<file path="src/rtl/dma_chanreg_pkg.sv">
package dma_chanreg_pkg;
  localparam int WORD_W   = 32;
  localparam int NUM_ERR  = 6;
  localparam int CNT_W    = 8;
  // writable bits of the control word held in storage
  localparam logic [WORD_W-1:0] CFG_MASK  = 32'hFFFF_7018;
  localparam logic [WORD_W-1:0] CFG_RESET = 32'h0001_0000;

  typedef struct packed {
    logic wrCtrl;   // write to control word
    logic wrStat;   // write to status word
    logic softClr;  // graceful soft reset completes
  } regStrobe_t;
endpackage

</file>
<file path="src/rtl/chanreg_ctrl.sv">
module chanreg_ctrl
  import dma_chanreg_pkg::*;
#(
  parameter int AW = 4
) (
  input  logic          clk,
  input  logic          rstN,
  input  logic          busWrEn,
  input  logic [AW-1:0] busWordAddr,
  input  logic          wrRunBit,
  input  logic          wrRstBit,
  input  logic [NUM_ERR-1:0] engErr,
  input  logic          engStopped,
  input  logic          engRstAck,
  output regStrobe_t    strb,
  output logic          runBit,
  output logic          halted,
  output logic          rstBusy
);
  logic anyErr;
  assign anyErr = |engErr;

  always_comb begin
    strb.wrCtrl  = busWrEn && (busWordAddr == AW'(0));
    strb.wrStat  = busWrEn && (busWordAddr == AW'(1));
    strb.softClr = rstBusy && engRstAck;
  end

  always_ff @(posedge clk or negedge rstN) begin
    if (!rstN) begin
      runBit  <= 1'b0;
      halted  <= 1'b1;
      rstBusy <= 1'b0;
    end else if (strb.softClr) begin
      runBit  <= 1'b0;
      halted  <= 1'b1;
      rstBusy <= 1'b0;
    end else begin
      if (anyErr)           runBit <= 1'b0;
      else if (strb.wrCtrl) runBit <= wrRunBit;
      if (runBit)           halted <= 1'b0;
      else if (engStopped)  halted <= 1'b1;
      if (strb.wrCtrl && wrRstBit) rstBusy <= 1'b1;
    end
  end

  // halted only rises after run was low and the engine reported stopped
  a_r3_halt_lag: assert property (@(posedge clk) disable iff (!rstN)
    ($rose(halted) && !$past(strb.softClr)) |-> (!$past(runBit) && $past(engStopped)));
  // an error removes the run request on the next edge
  a_r5_err_stops_run: assert property (@(posedge clk) disable iff (!rstN)
    anyErr |=> !runBit);
  // acknowledged soft reset leaves the channel stopped and halted
  a_r9_soft_clear: assert property (@(posedge clk) disable iff (!rstN)
    strb.softClr |=> (!runBit && halted && !rstBusy));
endmodule

</file>
<file path="src/rtl/chanreg_data.sv">
module chanreg_data
  import dma_chanreg_pkg::*;
#(
  parameter int AW         = 4,
  parameter int TICK_LEN   = 125,
  parameter bit SG_PRESENT = 1'b1
) (
  input  logic               clk,
  input  logic               rstN,
  input  regStrobe_t         strb,
  input  logic [AW-1:0]      busWordAddr,
  input  logic [WORD_W-1:0]  busWrData,
  input  logic               engDone,
  input  logic [NUM_ERR-1:0] engErr,
  input  logic               engIdle,
  input  logic               runBit,
  input  logic               halted,
  input  logic               rstBusy,
  output logic [WORD_W-1:0]  busRdData,
  output logic               keyholeOut,
  output logic               cyclicOut,
  output logic               irqOut
);
  localparam int TW = (TICK_LEN > 1) ? $clog2(TICK_LEN) : 1;
  localparam logic [TW-1:0] TICK_LAST = TW'(TICK_LEN - 1);

  logic [WORD_W-1:0]  cfg, cfgWr;
  logic [NUM_ERR-1:0] errs;
  logic [2:0]         flags, flagSet;   // {error, delay, complete}
  logic [CNT_W-1:0]   thrCnt, dlyCnt;
  logic [TW-1:0]      tick;
  logic               dlyArmed, iocFire, dlyFire, tickEnd;
  logic [WORD_W-1:0]  ctrlWord, statWord;

  always_comb begin
    cfgWr = busWrData & CFG_MASK;
    if (busWrData[23:16] == '0) cfgWr[23:16] = cfg[23:16];
  end

  assign tickEnd = dlyArmed && (tick == TICK_LAST);
  assign iocFire = engDone && !strb.wrCtrl && (thrCnt == CNT_W'(1));
  assign dlyFire = tickEnd && !engDone && ((dlyCnt + CNT_W'(1)) == cfg[31:24]);
  assign flagSet = {|engErr, dlyFire, iocFire};

  always_ff @(posedge clk or negedge rstN) begin
    if (!rstN) begin
      cfg <= CFG_RESET; errs <= '0; flags <= '0;
      thrCnt <= CNT_W'(1); dlyCnt <= '0; tick <= '0; dlyArmed <= 1'b0;
    end else if (strb.softClr) begin
      cfg <= CFG_RESET; errs <= '0; flags <= '0;
      thrCnt <= CNT_W'(1); dlyCnt <= '0; tick <= '0; dlyArmed <= 1'b0;
    end else begin
      errs  <= errs | engErr;
      flags <= (strb.wrStat ? (flags & ~busWrData[14:12]) : flags) | flagSet;
      // threshold countdown; a control write reloads it and wins
      if (strb.wrCtrl) begin
        cfg    <= cfgWr;
        thrCnt <= cfgWr[23:16];
      end else if (engDone) begin
        thrCnt <= (thrCnt == CNT_W'(1)) ? cfg[23:16] : thrCnt - CNT_W'(1);
      end
      // delay timer, restarted by every completion
      if (engDone) begin
        dlyCnt   <= '0;
        tick     <= '0;
        dlyArmed <= (cfg[31:24] != '0);
      end else if (dlyArmed && cfg[31:24] == '0) begin
        dlyArmed <= 1'b0;
      end else if (tickEnd) begin
        tick   <= '0;
        dlyCnt <= dlyCnt + CNT_W'(1);
        if (dlyFire) dlyArmed <= 1'b0;
      end else if (dlyArmed) begin
        tick <= tick + TW'(1);
      end
    end
  end

  assign ctrlWord = cfg | {29'b0, rstBusy, 1'b1, runBit};
  assign statWord = {dlyCnt, thrCnt, 1'b0, flags, 1'b0, errs[5:3], 1'b0, errs[2:0],
                     SG_PRESENT, 1'b0, engIdle && !halted, halted};

  always_comb begin
    case (busWordAddr)
      AW'(0):  busRdData = ctrlWord;
      AW'(1):  busRdData = statWord;
      default: busRdData = '0;
    endcase
  end

  assign keyholeOut = cfg[3];
  assign cyclicOut  = cfg[4];
  assign irqOut     = |(flags & cfg[14:12]);

  // neither the threshold nor its live count may ever be zero
  a_r7_thresh_nonzero: assert property (@(posedge clk) disable iff (!rstN)
    (cfg[23:16] != '0) && (thrCnt != '0));
  // the error flag only rises on an engine error
  a_r6_err_flag_source: assert property (@(posedge clk) disable iff (!rstN)
    $rose(flags[2]) |-> $past(|engErr));
  // an error outside soft reset leaves a sticky bit behind
  a_r5_err_sticky: assert property (@(posedge clk) disable iff (!rstN)
    ((|engErr) && !strb.softClr) |=> (errs != '0));
endmodule

</file>
<file path="src/rtl/dma_chan_regs.sv">
module dma_chan_regs
  import dma_chanreg_pkg::*;
#(
  parameter int AW         = 4,
  parameter int TICK_LEN   = 125,
  parameter bit SG_PRESENT = 1'b1
) (
  input  logic          clk,
  input  logic          rstN,
  input  logic          busWrEn,
  input  logic [AW-1:0] busWordAddr,
  input  logic [31:0]   busWrData,
  output logic [31:0]   busRdData,
  input  logic          engDone,
  input  logic [5:0]    engErr,
  input  logic          engIdle,
  input  logic          engStopped,
  input  logic          engRstAck,
  output logic          runOut,
  output logic          softRstReq,
  output logic          keyholeOut,
  output logic          cyclicOut,
  output logic          irqOut
);
  regStrobe_t strb;
  logic runBit, halted, rstBusy;

  chanreg_ctrl #(.AW(AW)) ctrl_i (
    .clk(clk), .rstN(rstN), .busWrEn(busWrEn), .busWordAddr(busWordAddr),
    .wrRunBit(busWrData[0]), .wrRstBit(busWrData[2]), .engErr(engErr),
    .engStopped(engStopped), .engRstAck(engRstAck), .strb(strb),
    .runBit(runBit), .halted(halted), .rstBusy(rstBusy)
  );

  chanreg_data #(.AW(AW), .TICK_LEN(TICK_LEN), .SG_PRESENT(SG_PRESENT)) data_i (
    .clk(clk), .rstN(rstN), .strb(strb), .busWordAddr(busWordAddr),
    .busWrData(busWrData), .engDone(engDone), .engErr(engErr), .engIdle(engIdle),
    .runBit(runBit), .halted(halted), .rstBusy(rstBusy), .busRdData(busRdData),
    .keyholeOut(keyholeOut), .cyclicOut(cyclicOut), .irqOut(irqOut)
  );

  assign runOut     = runBit;
  assign softRstReq = rstBusy;
endmodule

</file>
<file path="config.mk">
export PLATFORM = sky130hd
export DESIGN_NAME = dma_chan_regs
export DESIGN_NICKNAME = d
export VERILOG_FILES = /design/src/rtl/dma_chanreg_pkg.sv /design/src/rtl/chanreg_ctrl.sv /design/src/rtl/chanreg_data.sv /design/src/rtl/dma_chan_regs.sv
export SDC_FILE = /design/constraint.sdc
export NUM_CORES = 1
export LEC_CHECK = 0
export BUFFER_PORTS_ARGS = -buffer_cell sky130_fd_sc_hd__buf_2
export CORE_MARGIN = 4
export CORE_UTILIZATION = 54
export DETAILED_ROUTE_END_ITERATION = 8
export GPL_ROUTABILITY_DRIVEN = 0
export HOLD_SLACK_MARGIN = 0.08
export PLACE_DENSITY_LB_ADDON = 0.08
export REMOVE_ABC_BUFFERS = 1
export SKIP_LAST_GASP = 1
export SLEW_MARGIN = 20
export SYNTH_ARGS = -nofsm -noshare
export SYNTH_HDL_FRONTEND = slang
export SYNTH_HIERARCHICAL = 1
export SYNTH_SLANG_ARGS = --single-unit
</file>
<file path="constraint.sdc">
create_clock -name clk -period 2.3 [get_ports clk]
set_input_delay 0.23 -clock clk [delete_from_list [all_inputs] [get_ports clk]]
set_output_delay 0.23 -clock clk [all_outputs]
set_load 0.01 [all_outputs]
</file>
==> results_dict.tcl, run 1 <==
set metrics [dict create \
    crit_type "reg -> reg" \
    yosys.area.top_type "dfrtp_1" \
    grt_max_degree 38 \
    critPathMaxFanout 6 \
    nets 519 \
    clockBufferDepth 2 \
    postSynthAreaPerCell_um2 9.11 \
    synth_edf_count 0 \
    ys.warnings.count 6 \
    synthFlopType "dfrtp_1" \
    power_frac_comb_pct 25.4 \
    crit_family "simple AND/OR/NAND/NOR gates" \
    grt_usage_pct 22.8 \
    num_vias 3100 \
    tightest_slew_ns 0.574 \
    reg2reg_depth 6 \
    crit_chain "ha_1 > or3b_2 > nor2_2 > nor3_1 > a2111oi_1 > o21ai_1" \
    seqPwrFrac_pct 44.9 \
    cts-root-buf "clkbuf_8" \
    whs_path_depth 2 \
    cts.reportedPaths.clkPinSlew_ns 0.06 \
    cp_num_cells 6 \
    grt_overflow 0 \
    required_ns 2.55 \
    die_w_um 89.4 \
    ys_top_cells_by_area "dfrtp_1 38%, mux2i_1 10%, nor2_1 8.7%, xor2_1 3.7%, a21oi_1 2.7%" \
    initialDrtViolationCount 171 \
    clkPwrFrac_pct 29.8 \
    start_util_pct 56.1 \
    drt-vias-per-instance 5.68 \
    hold_path.class "in -> reg" \
    rows 29 \
    period_share_pct 89.3 \
    io_pins 86 \
    max_stage_delay_ns 0.59 \
    cts_tree "built" \
    port_buffers 73 \
    place_ws_ns 0.272 \
    power_density_nw_per_um2 754 \
    status "finished, final reports clean" \
    synthesis.area_um2 3580 \
    p_switching_uw 1040 \
    core_area_um2 6390 \
    wl_per_cell_um 16.0 \
    drc 0 \
    worst_slack_ns 0.247 \
    timing.slew.headroom_pct 61.4 \
    synth_top_area_share_pct 37.7 \
    htreeDepth 3 \
    async_flop_share_pct 100 \
    finalSetupViolCount 0 \
    rsz0062_at_grt "no" \
    firstDrtPassIters 4 \
    swShare_pct 32.8 \
    max_freq_ghz 0.487 \
    syn_inst 393 \
    p_leak_uw 0.00198 \
    final.fill_count 554 \
    drv_slew 0 \
    grt_pass1_wl_um 14000 \
    period_minus_slack_ns 2.05 \
    finClkSkew_ns 0.0101 \
    hold_buffers 1 \
    die_h_um 89.4 \
    ir_drop_v 0.000613 \
    hpwl_um 6250 \
    drt_wl_total_um 8720 \
    worstPathArrival_ns 2.30 \
    cap_violations 0 \
    ys_types 64 \
    synth_seq_cells 57 \
    antenna_found_initial 0 \
    clkLatencyLatePin_ns 0.33 \
    cts_buffers 9 \
    synth-seq-area-share_pct 40.0 \
    finalHoldViolations 0 \
    area_growth_pct 17.7 \
    path_buf_inv 0 \
    design.die.area_um2 8000 \
    cts.sinks 57 \
    ant_nets 0 \
    insertedDiodeCount 0 \
    intPower_uw 2130 \
    crit_slowest_cell "dfstp_2" \
    endpoint_kind "flip-flop" \
    post-cts-setup-buffers 0 \
    final_core_util_pct 66.0 \
    cts-resized-gates 0 \
    fin_total_pwr_uw 3180 \
    cp-start-kind "flip-flop" \
    post_route_cells_drive_above_1_share_pct 25.2 \
    grt_pass1_vias 2948 \
]
-- kinds of logic after synthesis --
| logic type | Yosys count | synth area share [%] |
|---|---|---|
| AO/OA/AOI/OAI | 59 | 12.3 |
| XOR/XNOR | 24 | 6.08 |
| adder cells (fa/ha/maj) | 5 | 1.75 |
| buffers and inverters | 35 | 4.86 |
| flip-flops | 57 | 40.0 |
| multiplexers | 36 | 10.1 |
| other | 1 | 0.105 |
| AND/OR/NAND/NOR | 176 | 24.9 |
-- through the flow --
step	instance area (um2)	hold slack, ns	TNS [ns]	std cells
floorplan	3450	-0.0656	-19.16	370
global placement	4010	0.172	0	530
detailed placement	4010	0.183	0	530
CTS	4210	0.0951	0	546
global route	4210	0.117	0	546
finish	4210	0.109	0	546
-- routing by layer --
layer,part of all wire (%),vias to the layer above,track usage (%)
li1,-,1513,-
met1,48,1485,32.1
met2,45,97,36.2
met3,6.9,5,3.78
met4,0.67,0,6.77
met5,0,-,0
-- power groups by stage --
stage	clock network, uW	logic [uW]	registers (uW)
final	946	805	1420
after global routing	1010	907	1460
after CTS	958	811	1420
after detailed placement	0	803	1440
after global placement	0	785	1420
after floorplan	0	594	1380
-- final timing paths --
| kind | start | endpoint | slack, ns |
|---|---|---|---|
| worst max-delay path | data_i/thrCnt[0] | data_i/thrCnt[0] | 0.25 |
| worst min-delay path | engRstAck | ctrl_i/rstBusy | 0.11 |
| worst max register to register | data_i/thrCnt[0] | data_i/thrCnt[0] | 0.25 |
| worst min register to register | data_i/errs[5] | data_i/errs[5] | 0.49 |
| max in group asynchronous | rstN | data_i/thrCnt[0] | 1.22 |
| min in group asynchronous | rstN | data_i/cfg[21] | 0.36 |
-- layout make-up --
| class | instances | area, um2 | share of cell area, % |
|---|---|---|---|
| inverter | 10 | 37.5 | 0.891 |
| clock buffer | 12 | 155 | 3.68 |
| tap | 77 | 96.3 | 2.29 |
| clock inverter | 3 | 40.0 | 0.950 |
| sequential | 57 | 1430 | 33.9 |
| multi-input combinational | 303 | 1990 | 47.3 |
| timing repair buffer | 84 | 463 | 11.0 |
-- cell usage after synthesis (3+ instances only) --
library cell / count
nor2_1: 83
or3_1: 3
ha_1: 5
o21ai_1: 4
xor2_1: 15
buf_2: 4
xnor2_1: 8
buf_4: 4
a21oi_1: 19
o21ai_0: 3
nand3_1: 8
nor3b_1: 5
mux2i_1: 36
nand4_1: 7
buf_6: 3
nor3_1: 11
nor2b_1: 3
and3_1: 9
clkbuf_1: 13
nand2_1: 17
dfrtp_1: 54
nor4_1: 3
dfstp_2: 3
nand2b_1: 7
a22oi_1: 6
o21a_1: 4
inv_1: 10
-- sequential cells by signal, indices dropped and copies added (netlist names) --
name / flops
ctrl_i/halted: 1
data_i/dlyArmed: 1
data_i/errs: 6
data_i/dlyCnt: 8
data_i/thrCnt: 8
ctrl_i/rstBusy: 1
ctrl_i/runBit: 1
data_i/tick: 7
data_i/flags: 3
data_i/cfg: 21
-- cells in the final DEF (no fill, tap or decap), types with 10 or more instances in the layout --
cell type | synthesis | routed
buf_2 | 4 | 73
inv_1 | 10 | 10
xor2_1 | 15 | 15
nand2_1 | 17 | 17
nor3_1 | 11 | 11
nor2_1 | 83 | 82
mux2i_1 | 36 | 36
clkbuf_8 | 0 | 11
a21oi_1 | 19 | 19
dfrtp_1 | 54 | 54
Power figures use the tool's default switching activity.
==> run 2, diff against run 1 <==
- ABC_AREA: unset -> 1
==> run 2 against run 1 <==
Compared with the run above: clock-buffer cell count stayed put; core utilization up 1.7 points; wire length grew 2.3%; sequential share of layout area rose by 0.94 points; clock skew fell by 0.0037 ns; critical path depth increased by 1; highest routed layer unchanged; synthesized area down 3.6%; largest cell class unchanged; worst hold slack better by 0.025 ns; register-to-register slack better by 0.21 ns; critical path type unchanged; critical endpoint is now data_i/dlyCnt[2].
==> results_dict.tcl, run 2 <==
set metrics [dict create \
    status "finished, final reports clean" \
    async_flop_share_pct 100 \
    finClkSkew_ns 0.00647 \
    grt_usage_pct 25.0 \
    ys_top_cells_by_area "dfrtp_1 39%, inv_1 7.8%, nand3_1 7.4%, nand2_1 7.4%, nor2_1 6.1%" \
    rsz0062_at_grt "no" \
    reg2reg_depth 7 \
    grt_overflow 0 \
    finalHoldViolations 0 \
    yosys-top-cells-count "72 x inv_1, 68 x nand2_1, 56 x nor2_1, 54 x dfrtp_1, 51 x nand3_1" \
    critical_path.most_common_cell "nor2_2" \
    insertedDiodeCount 0 \
    regToRegSetupSlack_ns 0.45 \
    ys.warnings.count 6 \
    fin_total_pwr_uw 3720 \
    postSynthAreaPerCell_um2 7.33 \
    cts.sinks 57 \
    syn_inst 471 \
    hpwl_um 6410 \
    endpoint_kind "flip-flop" \
    num_vias 3392 \
    clkLatencyLatePin_ns 0.34 \
    cts_buffers 9 \
    area_growth_pct 18.7 \
    timing.slew.headroom_pct 51.2 \
    grt_max_degree 58 \
    max_freq_ghz 0.542 \
    crit_family "simple AND/OR/NAND/NOR gates" \
    antenna_found_initial 0 \
    r2r_start "data_i/tick[0]" \
    setup.worst_path.start "data_i/tick[0]" \
    cap_violations 0 \
    hold_path.class "in -> reg" \
    critPathMaxFanout 11 \
    synth_seq_cells 57 \
    synth_edf_count 0 \
    grt_pass1_wl_um 14900 \
    synth_top_area_share_pct 39.1 \
    required_ns 2.49 \
    synth-seq-area-share_pct 41.4 \
    initialDrtViolationCount 152 \
    p_leak_uw 0.00209 \
    yosys.area.top_type "dfrtp_1" \
    power_density_nw_per_um2 908 \
    rows 28 \
    layout_commonest_cell "buf_2" \
    period_minus_slack_ns 1.85 \
    die_h_um 88.0 \
    cts-root-buf "clkbuf_8" \
    r2r-end "data_i/dlyCnt[2]" \
    start_util_pct 57.0 \
    final.fill_count 540 \
    synthesis.area_um2 3450 \
    clockBufferDepth 2 \
    cts-resized-gates 0 \
    largest_register_ffs 21 \
    htreeDepth 3 \
    drc 0 \
    worstPathArrival_ns 2.03 \
    grt_pass1_vias 3276 \
    nets 605 \
    setup-tns-final_ns 0 \
    crit_chain "inv_1 > ha_1 > nand3_1 > nor2_1 > nor2_2 > nor2_2 > o22ai_1" \
    ys_types 40 \
    wl_per_cell_um 14.2 \
    post-cts-setup-buffers 0 \
    crit_type "reg -> reg" \
    cts_tree "built" \
    post_route_cells_drive_above_1_share_pct 23.2 \
    finalSetupViolCount 0 \
    path_buf_inv 1 \
    setup.worst_path.end "data_i/dlyCnt[2]" \
    core_area_um2 6060 \
    ir_drop_v 0.000581 \
    die_w_um 88.0 \
    cp-start-kind "flip-flop" \
    synthFlopType "dfrtp_1" \
    tightest_slew_ns 0.732 \
    max_stage_delay_ns 0.49 \
    cp_num_cells 7 \
    crit_slowest_cell "nor2_2" \
    drt-vias-per-instance 5.38 \
    largest_register "data_i/cfg" \
    drv_slew 0 \
    design.die.area_um2 7740 \
    final_cell_mix "73 x buf_2, 72 x inv_1, 68 x nand2_1" \
    io_pins 86 \
    drt_wl_total_um 8920 \
    ant_nets 0 \
    reg_top3 "data_i/cfg: 21 flops, data_i/dlyCnt: 8 flops, data_i/thrCnt: 8 flops" \
    cts.reportedPaths.clkPinSlew_ns 0.07 \
    firstDrtPassIters 4 \
    port_buffers 73 \
    yosysMostFrequentCell "inv_1" \
    period_share_pct 80.2 \
]
==> run 2: cell types whose count changed in the layout (fill, tap and decap cells not counted), sizes merged, moves of 28 or more <==
cell,change
nand2,+52
nand3,+44
o21ai,+35
mux2i,-36
o22ai,+28
inv,+75
==> run 2: tightest hold or removal path, cell delays in order <==
cell	delay (ns)
buf_2	0.08
nand3_1	0.06
o21ai_0	0.06
==> run 2: per-stage QoR <==
stage               setup WS (ns)  hold WS, ns  std cells  utilization, %  cell area, um2
floorplan                   0.519      -0.0656        457               -            3370
global placement            0.519        0.415        614            64.2            3890
detailed placement          0.474        0.416        614            64.2            3890
CTS                         0.456        0.123        630            67.6            4100
global route                0.270        0.136        630            67.6            4100
finish                      0.454        0.134        630            67.6            4100
==> run 2: where the power goes <==
| part | total (uW) | internal, uW | switching [uW] |
|---|---|---|---|
| clock network | 946 | 550 | 396 |
| registers | 1460 | 1280 | 178 |
| logic | 1310 | 480 | 834 |
| total | 3720 | 2310 | 1410 |
==> run 2: logic make-up after synthesis <==
logic type | after synthesis | share of synthesized area, %
AO/OA/AOI/OAI | 96 | 16.1
XOR/XNOR | 3 | 0.761
adder cells (fa/ha/maj) | 5 | 1.81
buffers and inverters | 101 | 12.0
flip-flops | 57 | 41.4
other | 1 | 0.109
AND/OR/NAND/NOR | 208 | 27.8
==> run 2: repair_timing <==
action | CTS | global route
hold endpoints to repair | 54 | 0
hold buffers | 1 | 0
endpoints found under the setup margin | 0 | 0
==> run 2: worst min-delay path by stage <==
| stage | from | end | slack [ns] | cells after the start |
|---|---|---|---|---|
| finish | busWrData[31] | data_i/cfg[31] | 0.13 | 3 |
| global placement | rstN | data_i/dlyCnt[5] | 0.41 | 2 |
| CTS | busWrData[31] | data_i/cfg[31] | 0.12 | 3 |
| global route | busWrData[4] | data_i/cfg[4] | 0.14 | 3 |
| detailed placement | rstN | data_i/dlyCnt[5] | 0.42 | 2 |
| floorplan | rstN | ctrl_i/rstBusy | -0.07 | 0 |
==> run 2: cell type report <==
| class | count | area [um2] | area share [%] |
|---|---|---|---|
| multi-input cells | 315 | 1620 | 39.4 |
| well taps | 75 | 93.8 | 2.29 |
| inverters | 85 | 322 | 7.84 |
| repair buffers | 83 | 443 | 10.8 |
| clock inverters | 3 | 40.0 | 0.977 |
| clock buffers | 12 | 155 | 3.79 |
| flip-flops and latches | 57 | 1430 | 34.9 |
==> run 2: routing by layer <==
layer	GRT usage, %	up-vias	part of all wire (%)
met5	0	-	0
met4	11.4	0	2.1
met3	3.57	14	5.8
met2	40.2	117	48
met1	33.5	1555	44
li1	-	1706	-
